===== src/rtl/deskew_pkg.sv =====
package deskew_pkg;

    typedef enum logic [1:0] {
        ST_WAIT_REF = 2'd0,
        ST_MEASURE  = 2'd1,
        ST_FILL     = 2'd2,
        ST_ALIGNED  = 2'd3
    } dsk_state_t;

endpackage


===== src/rtl/mf_phase_counter.sv =====
module mf_phase_counter #(
    parameter int MF_LEN = 16,
    parameter int LAT_W  = 4
) (
    input  logic             clk,
    input  logic             rst_n,
    input  logic             mf_tick,
    output logic [LAT_W-1:0] phase
);
    localparam logic [LAT_W-1:0] LAST = LAT_W'(MF_LEN - 1);

    logic [LAT_W-1:0] cnt_q;

    // phase is the frame count since the most recent tick, valid this cycle
    always_comb begin
        if (mf_tick)
            phase = '0;
        else if (cnt_q == LAST)
            phase = cnt_q;
        else
            phase = cnt_q + 1'b1;
    end

    always_ff @(posedge clk or negedge rst_n) begin
        if (!rst_n)
            cnt_q <= '0;
        else
            cnt_q <= phase;
    end
endmodule


===== src/rtl/lane_latency_meter.sv =====
module lane_latency_meter #(
    parameter int LAT_W = 4
) (
    input  logic             clk,
    input  logic             rst_n,
    input  logic             mf_tick,
    input  logic             lane_on,
    input  logic             marker,
    input  logic [LAT_W-1:0] phase,
    output logic             seen,
    output logic [LAT_W-1:0] lat
);
    logic hit;

    assign hit = marker & lane_on;

    // A tick opens a new window; the closing window's result is read by
    // the controller in that same cycle, before these registers update.
    always_ff @(posedge clk or negedge rst_n) begin
        if (!rst_n) begin
            seen <= 1'b0;
            lat  <= '0;
        end else if (mf_tick) begin
            seen <= hit;
            if (hit)
                lat <= phase;
        end else if (hit) begin
            seen <= 1'b1;
            lat  <= phase;
        end
    end
endmodule


===== src/rtl/lane_delay_line.sv =====
module lane_delay_line #(
    parameter int WIDTH = 16,
    parameter int DEPTH = 32,
    parameter int DLY_W = 5
) (
    input  logic             clk,
    input  logic             rst_n,
    input  logic [WIDTH-1:0] din,
    input  logic [DLY_W-1:0] dly,
    output logic [WIDTH-1:0] dout
);
    logic [WIDTH-1:0] mem [DEPTH];
    logic [DLY_W-1:0] wr_ptr;
    logic [DLY_W-1:0] rd_idx;

    assign rd_idx = wr_ptr - dly;

    always_ff @(posedge clk) begin
        mem[wr_ptr] <= din;
    end

    // dout after edge k carries the word sampled at edge k-dly
    always_ff @(posedge clk or negedge rst_n) begin
        if (!rst_n) begin
            wr_ptr <= '0;
            dout   <= '0;
        end else begin
            wr_ptr <= wr_ptr + 1'b1;
            if (dly == '0)
                dout <= din;
            else
                dout <= mem[rd_idx];
        end
    end
endmodule


===== src/rtl/deskew_ctrl.sv =====
module deskew_ctrl
    import deskew_pkg::*;
#(
    parameter int LANES = 4,
    parameter int LAT_W = 4,
    parameter int OFS_W = 3,
    parameter int DLY_W = 5,
    parameter int DEPTH = 32
) (
    input  logic                   clk,
    input  logic                   rst_n,
    input  logic                   mf_tick,
    input  logic [LANES-1:0]       lane_en,
    input  logic [LANES-1:0]       seen,
    input  logic [LANES*LAT_W-1:0] lat_flat,
    input  logic [LANES*OFS_W-1:0] ofs_flat,
    output logic [LANES*DLY_W-1:0] dly_flat,
    output logic                   aln_valid,
    output logic                   mark_miss
);
    localparam int W1    = (LAT_W > OFS_W) ? LAT_W : OFS_W;
    localparam int SUM_W = ((W1 > DLY_W) ? W1 : DLY_W) + 2;
    localparam logic [SUM_W-1:0] DLY_CAP = SUM_W'(DEPTH - 1);

    dsk_state_t       st_q, st_n;
    logic [LAT_W-1:0] lat_cur [LANES];
    logic [LAT_W-1:0] lat_cmt [LANES];
    logic [OFS_W-1:0] ofs_v   [LANES];
    logic [SUM_W-1:0] dly_sum [LANES];
    logic [DLY_W-1:0] dly_new [LANES];
    logic [DLY_W-1:0] dly_q   [LANES];
    logic [LAT_W-1:0] lat_max;
    logic [DLY_W-1:0] dly_max_new, dly_max_q;
    logic [DLY_W-1:0] fill_cnt;
    logic             missing, changed, fill_done;
    logic             commit, miss_n;

    for (genvar g = 0; g < LANES; g++) begin : g_unpack
        assign lat_cur[g] = lat_flat[g*LAT_W +: LAT_W];
        assign ofs_v[g]   = ofs_flat[g*OFS_W +: OFS_W];
        assign dly_flat[g*DLY_W +: DLY_W] = dly_q[g];
    end

    assign missing   = |(lane_en & ~seen);
    assign fill_done = (fill_cnt == dly_max_q);

    always_comb begin
        changed = 1'b0;
        for (int i = 0; i < LANES; i++)
            if (lane_en[i] && (lat_cur[i] != lat_cmt[i]))
                changed = 1'b1;
    end

    always_comb begin
        lat_max = '0;
        for (int i = 0; i < LANES; i++)
            if (lane_en[i] && (lat_cur[i] > lat_max))
                lat_max = lat_cur[i];
    end

    // Di = Lmax - Li + Oi, limited to the buffer reach
    always_comb begin
        dly_max_new = '0;
        for (int i = 0; i < LANES; i++) begin
            dly_sum[i] = SUM_W'(lat_max) - SUM_W'(lat_cur[i]) + SUM_W'(ofs_v[i]);
            if (!lane_en[i])
                dly_new[i] = '0;
            else if (dly_sum[i] > DLY_CAP)
                dly_new[i] = DLY_CAP[DLY_W-1:0];
            else
                dly_new[i] = dly_sum[i][DLY_W-1:0];
            if (lane_en[i] && (dly_new[i] > dly_max_new))
                dly_max_new = dly_new[i];
        end
    end

    // next state and control strobes
    always_comb begin
        st_n   = st_q;
        commit = 1'b0;
        miss_n = 1'b0;
        unique case (st_q)
            ST_WAIT_REF: begin
                if (mf_tick)
                    st_n = ST_MEASURE;
            end
            ST_MEASURE: begin
                if (mf_tick) begin
                    if (missing) begin
                        miss_n = 1'b1;
                    end else begin
                        commit = 1'b1;
                        st_n   = ST_FILL;
                    end
                end
            end
            ST_FILL: begin
                if (mf_tick && missing) begin
                    miss_n = 1'b1;
                    st_n   = ST_MEASURE;
                end else if (mf_tick && changed) begin
                    st_n = ST_MEASURE;
                end else if (fill_done) begin
                    st_n = ST_ALIGNED;
                end
            end
            ST_ALIGNED: begin
                if (mf_tick && missing) begin
                    miss_n = 1'b1;
                    st_n   = ST_MEASURE;
                end else if (mf_tick && changed) begin
                    st_n = ST_MEASURE;
                end
            end
            default: st_n = ST_WAIT_REF;
        endcase
    end

    // state register
    always_ff @(posedge clk or negedge rst_n) begin
        if (!rst_n)
            st_q <= ST_WAIT_REF;
        else
            st_q <= st_n;
    end

    // committed latencies, delays and fill progress
    always_ff @(posedge clk or negedge rst_n) begin
        if (!rst_n) begin
            for (int i = 0; i < LANES; i++) begin
                lat_cmt[i] <= '0;
                dly_q[i]   <= '0;
            end
            dly_max_q <= '0;
            fill_cnt  <= '0;
            mark_miss <= 1'b0;
        end else begin
            mark_miss <= miss_n;
            if (commit) begin
                for (int i = 0; i < LANES; i++) begin
                    lat_cmt[i] <= lat_cur[i];
                    dly_q[i]   <= dly_new[i];
                end
                dly_max_q <= dly_max_new;
                fill_cnt  <= '0;
            end else if ((st_q == ST_FILL) && !fill_done) begin
                fill_cnt <= fill_cnt + 1'b1;
            end
        end
    end

    // outputs
    always_comb begin
        aln_valid = (st_q == ST_ALIGNED);
    end
endmodule


===== src/rtl/multi_lane_deskew.sv =====
module multi_lane_deskew #(
    parameter int LANES    = 4,
    parameter int SAMPLE_W = 16,
    parameter int MF_LEN   = 16,
    parameter int DEPTH    = 32,
    parameter int OFS_W    = 3
) (
    input  logic                      clk,
    input  logic                      rst_n,
    input  logic                      mf_tick,
    input  logic [LANES-1:0]          lane_en,
    input  logic [LANES-1:0]          lane_marker,
    input  logic [LANES*SAMPLE_W-1:0] lane_data,
    input  logic [LANES*OFS_W-1:0]    lane_phase_ofs,
    output logic [LANES*SAMPLE_W-1:0] aln_data,
    output logic                      aln_valid,
    output logic                      mark_miss
);
    localparam int LAT_W = $clog2(MF_LEN);
    localparam int DLY_W = $clog2(DEPTH);

    logic [LAT_W-1:0]       phase;
    logic [LANES-1:0]       seen;
    logic [LANES*LAT_W-1:0] lat_flat;
    logic [LANES*DLY_W-1:0] dly_flat;

    mf_phase_counter #(
        .MF_LEN (MF_LEN),
        .LAT_W  (LAT_W)
    ) phase_i (
        .clk     (clk),
        .rst_n   (rst_n),
        .mf_tick (mf_tick),
        .phase   (phase)
    );

    for (genvar g = 0; g < LANES; g++) begin : g_lane
        lane_latency_meter #(
            .LAT_W (LAT_W)
        ) meter_i (
            .clk     (clk),
            .rst_n   (rst_n),
            .mf_tick (mf_tick),
            .lane_on (lane_en[g]),
            .marker  (lane_marker[g]),
            .phase   (phase),
            .seen    (seen[g]),
            .lat     (lat_flat[g*LAT_W +: LAT_W])
        );

        lane_delay_line #(
            .WIDTH (SAMPLE_W),
            .DEPTH (DEPTH),
            .DLY_W (DLY_W)
        ) dline_i (
            .clk   (clk),
            .rst_n (rst_n),
            .din   (lane_data[g*SAMPLE_W +: SAMPLE_W]),
            .dly   (dly_flat[g*DLY_W +: DLY_W]),
            .dout  (aln_data[g*SAMPLE_W +: SAMPLE_W])
        );
    end

    deskew_ctrl #(
        .LANES (LANES),
        .LAT_W (LAT_W),
        .OFS_W (OFS_W),
        .DLY_W (DLY_W),
        .DEPTH (DEPTH)
    ) ctrl_i (
        .clk       (clk),
        .rst_n     (rst_n),
        .mf_tick   (mf_tick),
        .lane_en   (lane_en),
        .seen      (seen),
        .lat_flat  (lat_flat),
        .ofs_flat  (lane_phase_ofs),
        .dly_flat  (dly_flat),
        .aln_valid (aln_valid),
        .mark_miss (mark_miss)
    );
endmodule


===== config.mk =====
export PLATFORM = sky130hd
export DESIGN_NAME = multi_lane_deskew
export DESIGN_NICKNAME = d
export VERILOG_FILES = /design/src/rtl/deskew_pkg.sv /design/src/rtl/mf_phase_counter.sv /design/src/rtl/lane_latency_meter.sv /design/src/rtl/lane_delay_line.sv /design/src/rtl/deskew_ctrl.sv /design/src/rtl/multi_lane_deskew.sv
export SDC_FILE = /design/constraint.sdc
export NUM_CORES = 2
export LEC_CHECK = 0
export BUFFER_PORTS_ARGS = -buffer_cell sky130_fd_sc_hd__buf_2
export CORE_MARGIN = 10
export CORE_UTILIZATION = 43
export CTS_CLUSTER_DIAMETER = 150
export DETAILED_ROUTE_END_ITERATION = 8
export GPL_TIMING_DRIVEN = 0
export REMOVE_ABC_BUFFERS = 1
export SYNTH_ARGS = -nofsm -noshare
export SYNTH_HDL_FRONTEND = slang
export SYNTH_SLANG_ARGS = --single-unit

===== constraint.sdc =====
create_clock -name clk -period 13.4 [get_ports clk]
set_clock_uncertainty 0.2 [all_clocks]
set_input_delay 0.67 -clock clk [delete_from_list [all_inputs] [get_ports clk]]
set_output_delay 0.67 -clock clk [all_outputs]
set_load 0.01 [all_outputs]

==> impl_results.html <==
<table>
<tr><th>Metric</th><th>Value</th></tr>
<tr><th colspan="2">Critical path</th></tr>
<tr><td>Setup crit start</td><td>g_lane[0].meter_i.lat[1]$_DFFE_PN0P_</td></tr>
<tr><td>Master of the slowest instance on the critical path</td><td>sky130_fd_sc_hd__mux2i_1</td></tr>
<tr><td>FF-to-FF path depth</td><td>52</td></tr>
<tr><td>Slack of the worst reg-to-reg path</td><td>1.47 ns</td></tr>
<tr><td>Type of destination of the critical path</td><td>flip-flop</td></tr>
<tr><td>Sort of element at the start of the critical path</td><td>flip-flop</td></tr>
<tr><td>Logic depth of the worst setup path including buffers</td><td>52</td></tr>
<tr><td>Worst flop-to-flop path startpoint</td><td>g_lane[0].meter_i.lat[1]$_DFFE_PN0P_</td></tr>
<tr><td>CP required</td><td>about 14 ns</td></tr>
<tr><td>Most Frequent Cell on Critical Path</td><td>sky130_fd_sc_hd__ha_1</td></tr>
<tr><td>Number of buffer and inverter stages on the critical path</td><td>3</td></tr>
<tr><td>WP data arrival</td><td>between 10 and 15 ns</td></tr>
<tr><td>Worst-path maximum fanout</td><td>13</td></tr>
<tr><td>Family with the most delay on the worst path</td><td>compound AO/OA/AOI/OAI gates</td></tr>
<tr><td>Critical path type</td><td>flip-flop to flip-flop</td></tr>
<tr><td>Biggest cell delay along the critical path</td><td>between 0.5 and 0.6 ns</td></tr>
<tr><th colspan="2">Job</th></tr>
<tr><td>Maximum Capacitance Violations</td><td>0</td></tr>
<tr><th colspan="2">Route</th></tr>
<tr><td>First-pass DRT Iterations</td><td>5</td></tr>
<tr><td>Total DRC errors in the routed layout</td><td>0</td></tr>
<tr><td>Total wire length</td><td>194,300 um</td></tr>
<tr><td>Detail-routed net length per standard cell</td><td>~27 um</td></tr>
<tr><td>Number of nets with antenna violations after routing</td><td>0</td></tr>
<tr><td>Routed wire length on met3</td><td>around 11,000 um</td></tr>
<tr><td>Metal1 wirelength</td><td>approximately 80,000 um</td></tr>
<tr><td>Via-to-Cell Ratio</td><td>5.579</td></tr>
<tr><td>Initial drt markers</td><td>between 3,000 and 4,000</td></tr>
<tr><td>Uppermost metal layer occupied by signal nets</td><td>met5</td></tr>
<tr><td>Count of vias placed by the detailed router</td><td>40,240</td></tr>
<tr><td>Met2 routed WL</td><td>between 90,000 and 100,000 um</td></tr>
<tr><th colspan="2">Placement</th></tr>
<tr><td>Placed instance area</td><td>roughly 95,000 um2</td></tr>
<tr><td>Routability congestion estimate from global placement</td><td>approximately 0.76</td></tr>
<tr><td>Count of input and output buffers</td><td>152</td></tr>
<tr><td>DP Cell Count</td><td>around 6,800</td></tr>
<tr><td>Post-detail-place hpwl</td><td>approximately 120,000 um</td></tr>
<tr><td>Setup slack at placement</td><td>1.035 ns</td></tr>
<tr><th colspan="2">CTS</th></tr>
<tr><td>Sinks on the clock net</td><td>roughly 2,200</td></tr>
<tr><td>Clock latency on the worst-skew pair</td><td>approximately 0.86 ns</td></tr>
<tr><td>Num CTS Buffers</td><td>223</td></tr>
<tr><td>Post-CTS Repair Setup Buffers</td><td>0</td></tr>
<tr><td>CTS H-tree depth</td><td>4</td></tr>
<tr><td>Clock tree from TritonCTS</td><td>built</td></tr>
<tr><td>Root buffer cell</td><td>sky130_fd_sc_hd__clkbuf_16</td></tr>
<tr><td>Clock buffer depth</td><td>3</td></tr>
<tr><td>Clk slew on worst S/H paths</td><td>0.06 ns</td></tr>
<tr><th colspan="2">Final layout</th></tr>
<tr><td>Post-route insts no fill</td><td>7,212</td></tr>
<tr><td>Total Nets Final</td><td>around 4,500</td></tr>
<tr><td>Post-Layout Inst Area</td><td>around 100,000 um2</td></tr>
<tr><td>Layout area overhead</td><td>16.90%</td></tr>
<tr><td>Share of the core filled with cells</td><td>0.5061</td></tr>
<tr><td>Area of the multi-input gates</td><td>roughly 22,000 um2</td></tr>
<tr><td>Filler Cells Inserted</td><td>about 16,000</td></tr>
<tr><td>Combined flip-flop and latch cell area</td><td>65,430 um2</td></tr>
<tr><td>Ratio of cells with drive above 1 in the final layout</td><td>0.3563</td></tr>
<tr><th colspan="2">Logic synthesis</th></tr>
<tr><td>Number of enable flip-flop cells after synthesis</td><td>2,048</td></tr>
<tr><td>Top cells by area in the synthesized netlist</td><td>sky130_fd_sc_hd__edfxtp_1 (70%), sky130_fd_sc_hd__mux4_2 (16%), sky130_fd_sc_hd__dfrtp_1 (4.5%), sky130_fd_sc_hd__mux2_2 (1.9%), sky130_fd_sc_hd__ha_1 (1.4%)</td></tr>
<tr><td>Sequential share of the synthesized area</td><td>0.7469</td></tr>
<tr><td>Synthesized cell area</td><td>slightly below 90,000 um2</td></tr>
<tr><td>Synthesized area per cell</td><td>between 20 and 25 um2</td></tr>
<tr><td>Synth top area share</td><td>0.7021</td></tr>
<tr><td>Fraction of registers with async set/reset</td><td>0.07120</td></tr>
<tr><td>Flip-flop cell with the highest count after synthesis</td><td>sky130_fd_sc_hd__edfxtp_1</td></tr>
<tr><td>Synthesized flop and latch total</td><td>roughly 2,200</td></tr>
<tr><td>Synth Warn #</td><td>0</td></tr>
<tr><td>Distinct cell type count of the synthesized netlist</td><td>between 50 and 60</td></tr>
<tr><td>Cells after synthesis</td><td>between 3,000 and 4,000</td></tr>
<tr><td>Synth area leader</td><td>sky130_fd_sc_hd__edfxtp_1</td></tr>
<tr><th colspan="2">Power</th></tr>
<tr><td>Sequential share of power</td><td>0.374</td></tr>
<tr><td>Static leakage</td><td>33.08 nW</td></tr>
<tr><td>Overall power of the completed layout</td><td>20.92 mW</td></tr>
<tr><td>Proportion of power drawn by combinational gates</td><td>0.333</td></tr>
<tr><td>Share of total power consumed by net switching</td><td>0.2879</td></tr>
<tr><td>Design internal power</td><td>14.90 mW</td></tr>
<tr><td>Sw Pwr</td><td>approximately 6.0 mW</td></tr>
<tr><td>Clock Power Share</td><td>0.293</td></tr>
<tr><td>Pwr dens</td><td>204.3 nW/um2</td></tr>
<tr><td>Highest ir drop seen on vdd</td><td>approximately 0.16 mV</td></tr>
<tr><th colspan="2">STA</th></tr>
<tr><td>Fmax achieved</td><td>around 84 MHz</td></tr>
<tr><td>Minimum setup slack in the final design</td><td>approximately 1.5 ns</td></tr>
<tr><td>Setup TNS</td><td>0 ns</td></tr>
<tr><td>Number of pins with negative max-slew slack in the final report</td><td>0</td></tr>
<tr><td>Period Utilization, post-route</td><td>0.8900</td></tr>
<tr><td>Worst relative slew slack</td><td>0.2747</td></tr>
<tr><td>Setup repair after global routing missed its margin</td><td>false</td></tr>
<tr><td>Worst-margin pin slew</td><td>between 1 and 1.5 ns</td></tr>
<tr><td>Setup Viol. Count Final</td><td>0</td></tr>
<tr><td>Hold Fails Final Rpt</td><td>0</td></tr>
<tr><td>Post-layout minimum cycle time</td><td>11.93 ns</td></tr>
<tr><td>Hold Worst Slack</td><td>0.07595 ns</td></tr>
<tr><th colspan="2">Floorplan</th></tr>
<tr><td>Row Count</td><td>165</td></tr>
<tr><td>Starting density of the core</td><td>0.4330</td></tr>
<tr><td>Top-Level Pins</td><td>roughly 150</td></tr>
<tr><td>Core outline area</td><td>202,300 um2</td></tr>
<tr><td>Die width</td><td>between 400 and 500 um</td></tr>
<tr><td>Die ar.</td><td>roughly 220,000 um2</td></tr>
<tr><td>Chip Height</td><td>~470 um</td></tr>
<tr><th colspan="2">Global routing</th></tr>
<tr><td>Global-route usage over all layers</td><td>0.1745</td></tr>
<tr><td>Total overflow reported by the global router</td><td>0</td></tr>
<tr><td>Number of antenna violations at the first check in global routing</td><td>21</td></tr>
<tr><td>Via count of the first global-routing pass</td><td>about 43,000</td></tr>
<tr><td>Wire length of the first global-routing pass</td><td>around 290,000 um</td></tr>
<tr><td>Largest net degree at the start of global routing</td><td>approximately 100</td></tr>
<tr><th colspan="2">Min path</th></tr>
<tr><td>Launch instance of the worst min-delay path</td><td>mf_tick</td></tr>
<tr><td>Number of cells on the worst hold path</td><td>2</td></tr>
<tr><td>Worst min path class</td><td>input port to flip-flop</td></tr>
<tr><th colspan="2">Outcome</th></tr>
<tr><td>Outcome</td><td>finished clean</td></tr>
</table>
## logic make-up (layout without fill, tap and decap cells)
family / count (synthesis) / in the layout / share of synthesized area
compound gates: 157 / 157 / 0.01140
xor+xnor: 78 / 78 / 0.008313
fa+ha+maj: 108 / 108 / 0.01645
buf+inv: 259 / 830 / 0.01367
flops: 2205 / 2205 / 0.7469
mux: 804 / 804 / 0.1854
other cells: 0 / 7 / 0
simple gates: 351 / 351 / 0.01784
## power by group through the flow
stage / Clock [mW] / Sequential [mW] / Combinational (mW)
after floorplan: 0 / 8.00 / 5.06
final: 6.13 / 7.83 / 6.96
after CTS: 6.27 / 7.84 / 7.11
after global routing: 6.55 / 7.85 / 7.47
after detailed placement: 0 / 7.98 / 7.07
after global placement: 0 / 7.97 / 7.48
## cell type report
class / instances / area share
Clock buffer: 305 / 0.05878
Multi-Input combinational cell: 1498 / 0.2101
Clock inverter: 111 / 0.01212
Sequential cell: 2205 / 0.6389
Tap cell: 2672 / 0.03265
Timing Repair Buffer: 337 / 0.04439
Inverter: 77 / 0.002823
Antenna cell: 7 / 0.0001711
## path summary, 6_finish.rpt
path | end
max | ctrl_i.dly_max_q[1]$_DFFE_PN0P_
min | phase_i.cnt_q[1]$_DFF_PN0_
max reg2reg | ctrl_i.dly_max_q[1]$_DFFE_PN0P_
min reg2reg | ctrl_i.dly_flat[7]$_DFFE_PN0P_
max in group asynchronous | g_lane[3].dline_i.dout[3]$_DFF_PN0_
min in group asynchronous | g_lane[0].dline_i.dout[12]$_DFF_PN0_
## layer usage
metal	up-vias	GRT usage
met2	1091	0.2960
met5	-	0
met3	289	0.02986
met1	21600	0.2331
li1	17250	-
met4	12	0.04863
## flip-flops by register name, indices dropped and copies added, names as in the netlist, 2 cells and up
| signal | flops |
|---|---|
| g_lane.meter_i.seen | 4 |
| ctrl_i.dly_flat | 20 |
| g_lane.dline_i.dout | 64 |
| ctrl_i.lat_cmt | 16 |
| g_lane.dline_i.mem | 2048 |
| ctrl_i.st_q | 2 |
| g_lane.meter_i.lat | 16 |
| g_lane.dline_i.wr_ptr | 20 |
| phase_i.cnt_q | 4 |
| ctrl_i.dly_max_q | 5 |
| ctrl_i.fill_cnt | 5 |
## cells in the final DEF (no fill, tap or decap), types with 39 or more instances in the layout
cell	netlist	routed
sky130_fd_sc_hd__clkbuf_16	0	224
sky130_fd_sc_hd__nor2_2	0	127
sky130_fd_sc_hd__inv_1	75	75
sky130_fd_sc_hd__mux4_2	640	640
sky130_fd_sc_hd__o21ai_0	49	49
sky130_fd_sc_hd__buf_16	0	81
sky130_fd_sc_hd__ha_1	96	92
sky130_fd_sc_hd__edfxtp_1	2048	2048
sky130_fd_sc_hd__clkinv_2	0	39
sky130_fd_sc_hd__buf_2	24	151
sky130_fd_sc_hd__mux2_2	150	150
sky130_fd_sc_hd__buf_8	0	92
sky130_fd_sc_hd__clkbuf_1	100	70
sky130_fd_sc_hd__dfrtp_1	157	157
sky130_fd_sc_hd__nand2_1	90	90
## cells in the mapped netlist (8+ instances only)
| cell type | number |
|---|---|
| sky130_fd_sc_hd__nand4_1 | 9 |
| sky130_fd_sc_hd__ha_1 | 96 |
| sky130_fd_sc_hd__dfrtp_1 | 157 |
| sky130_fd_sc_hd__nor2_1 | 157 |
| sky130_fd_sc_hd__nand2_1 | 90 |
| sky130_fd_sc_hd__nand3_1 | 23 |
| sky130_fd_sc_hd__a21oi_1 | 33 |
| sky130_fd_sc_hd__edfxtp_1 | 2048 |
| sky130_fd_sc_hd__o31ai_1 | 16 |
| sky130_fd_sc_hd__mux2_2 | 150 |
| sky130_fd_sc_hd__clkbuf_1 | 100 |
| sky130_fd_sc_hd__xor2_1 | 35 |
| sky130_fd_sc_hd__nor3_1 | 8 |
| sky130_fd_sc_hd__buf_4 | 44 |
| sky130_fd_sc_hd__inv_1 | 75 |
| sky130_fd_sc_hd__buf_1 | 10 |
| sky130_fd_sc_hd__mux2i_1 | 14 |
| sky130_fd_sc_hd__mux4_2 | 640 |
| sky130_fd_sc_hd__buf_2 | 24 |
| sky130_fd_sc_hd__o21ai_0 | 49 |
| sky130_fd_sc_hd__a21o_1 | 18 |
| sky130_fd_sc_hd__fa_1 | 12 |
| sky130_fd_sc_hd__xnor2_1 | 37 |
| sky130_fd_sc_hd__nand2b_1 | 29 |
## what timing repair did
item                                   in CTS  in global routing
setup endpoints to repair                   0                  0
endpoints found under the hold margin      68                  0
gates resized for setup                     0                  0
hold buffers                                6                  0
## worst reg2reg max path: cells and delay by family (launching register included)
| kind | cells | cell delay, ns |
|---|---|---|
| AOI/OAI and AO/OA | 21 | 3.98 |
| adders and majority gates | 9 | 2.88 |
| and+or+nand+nor | 14 | 2.23 |
| muxes | 4 | 1.59 |
| DFF | 1 | 0.45 |
| xor gates and xnor gates | 1 | 0.32 |
| buffers and inverters | 3 | 0.20 |
No activity file was read; power rests on OpenSTA's default activity.
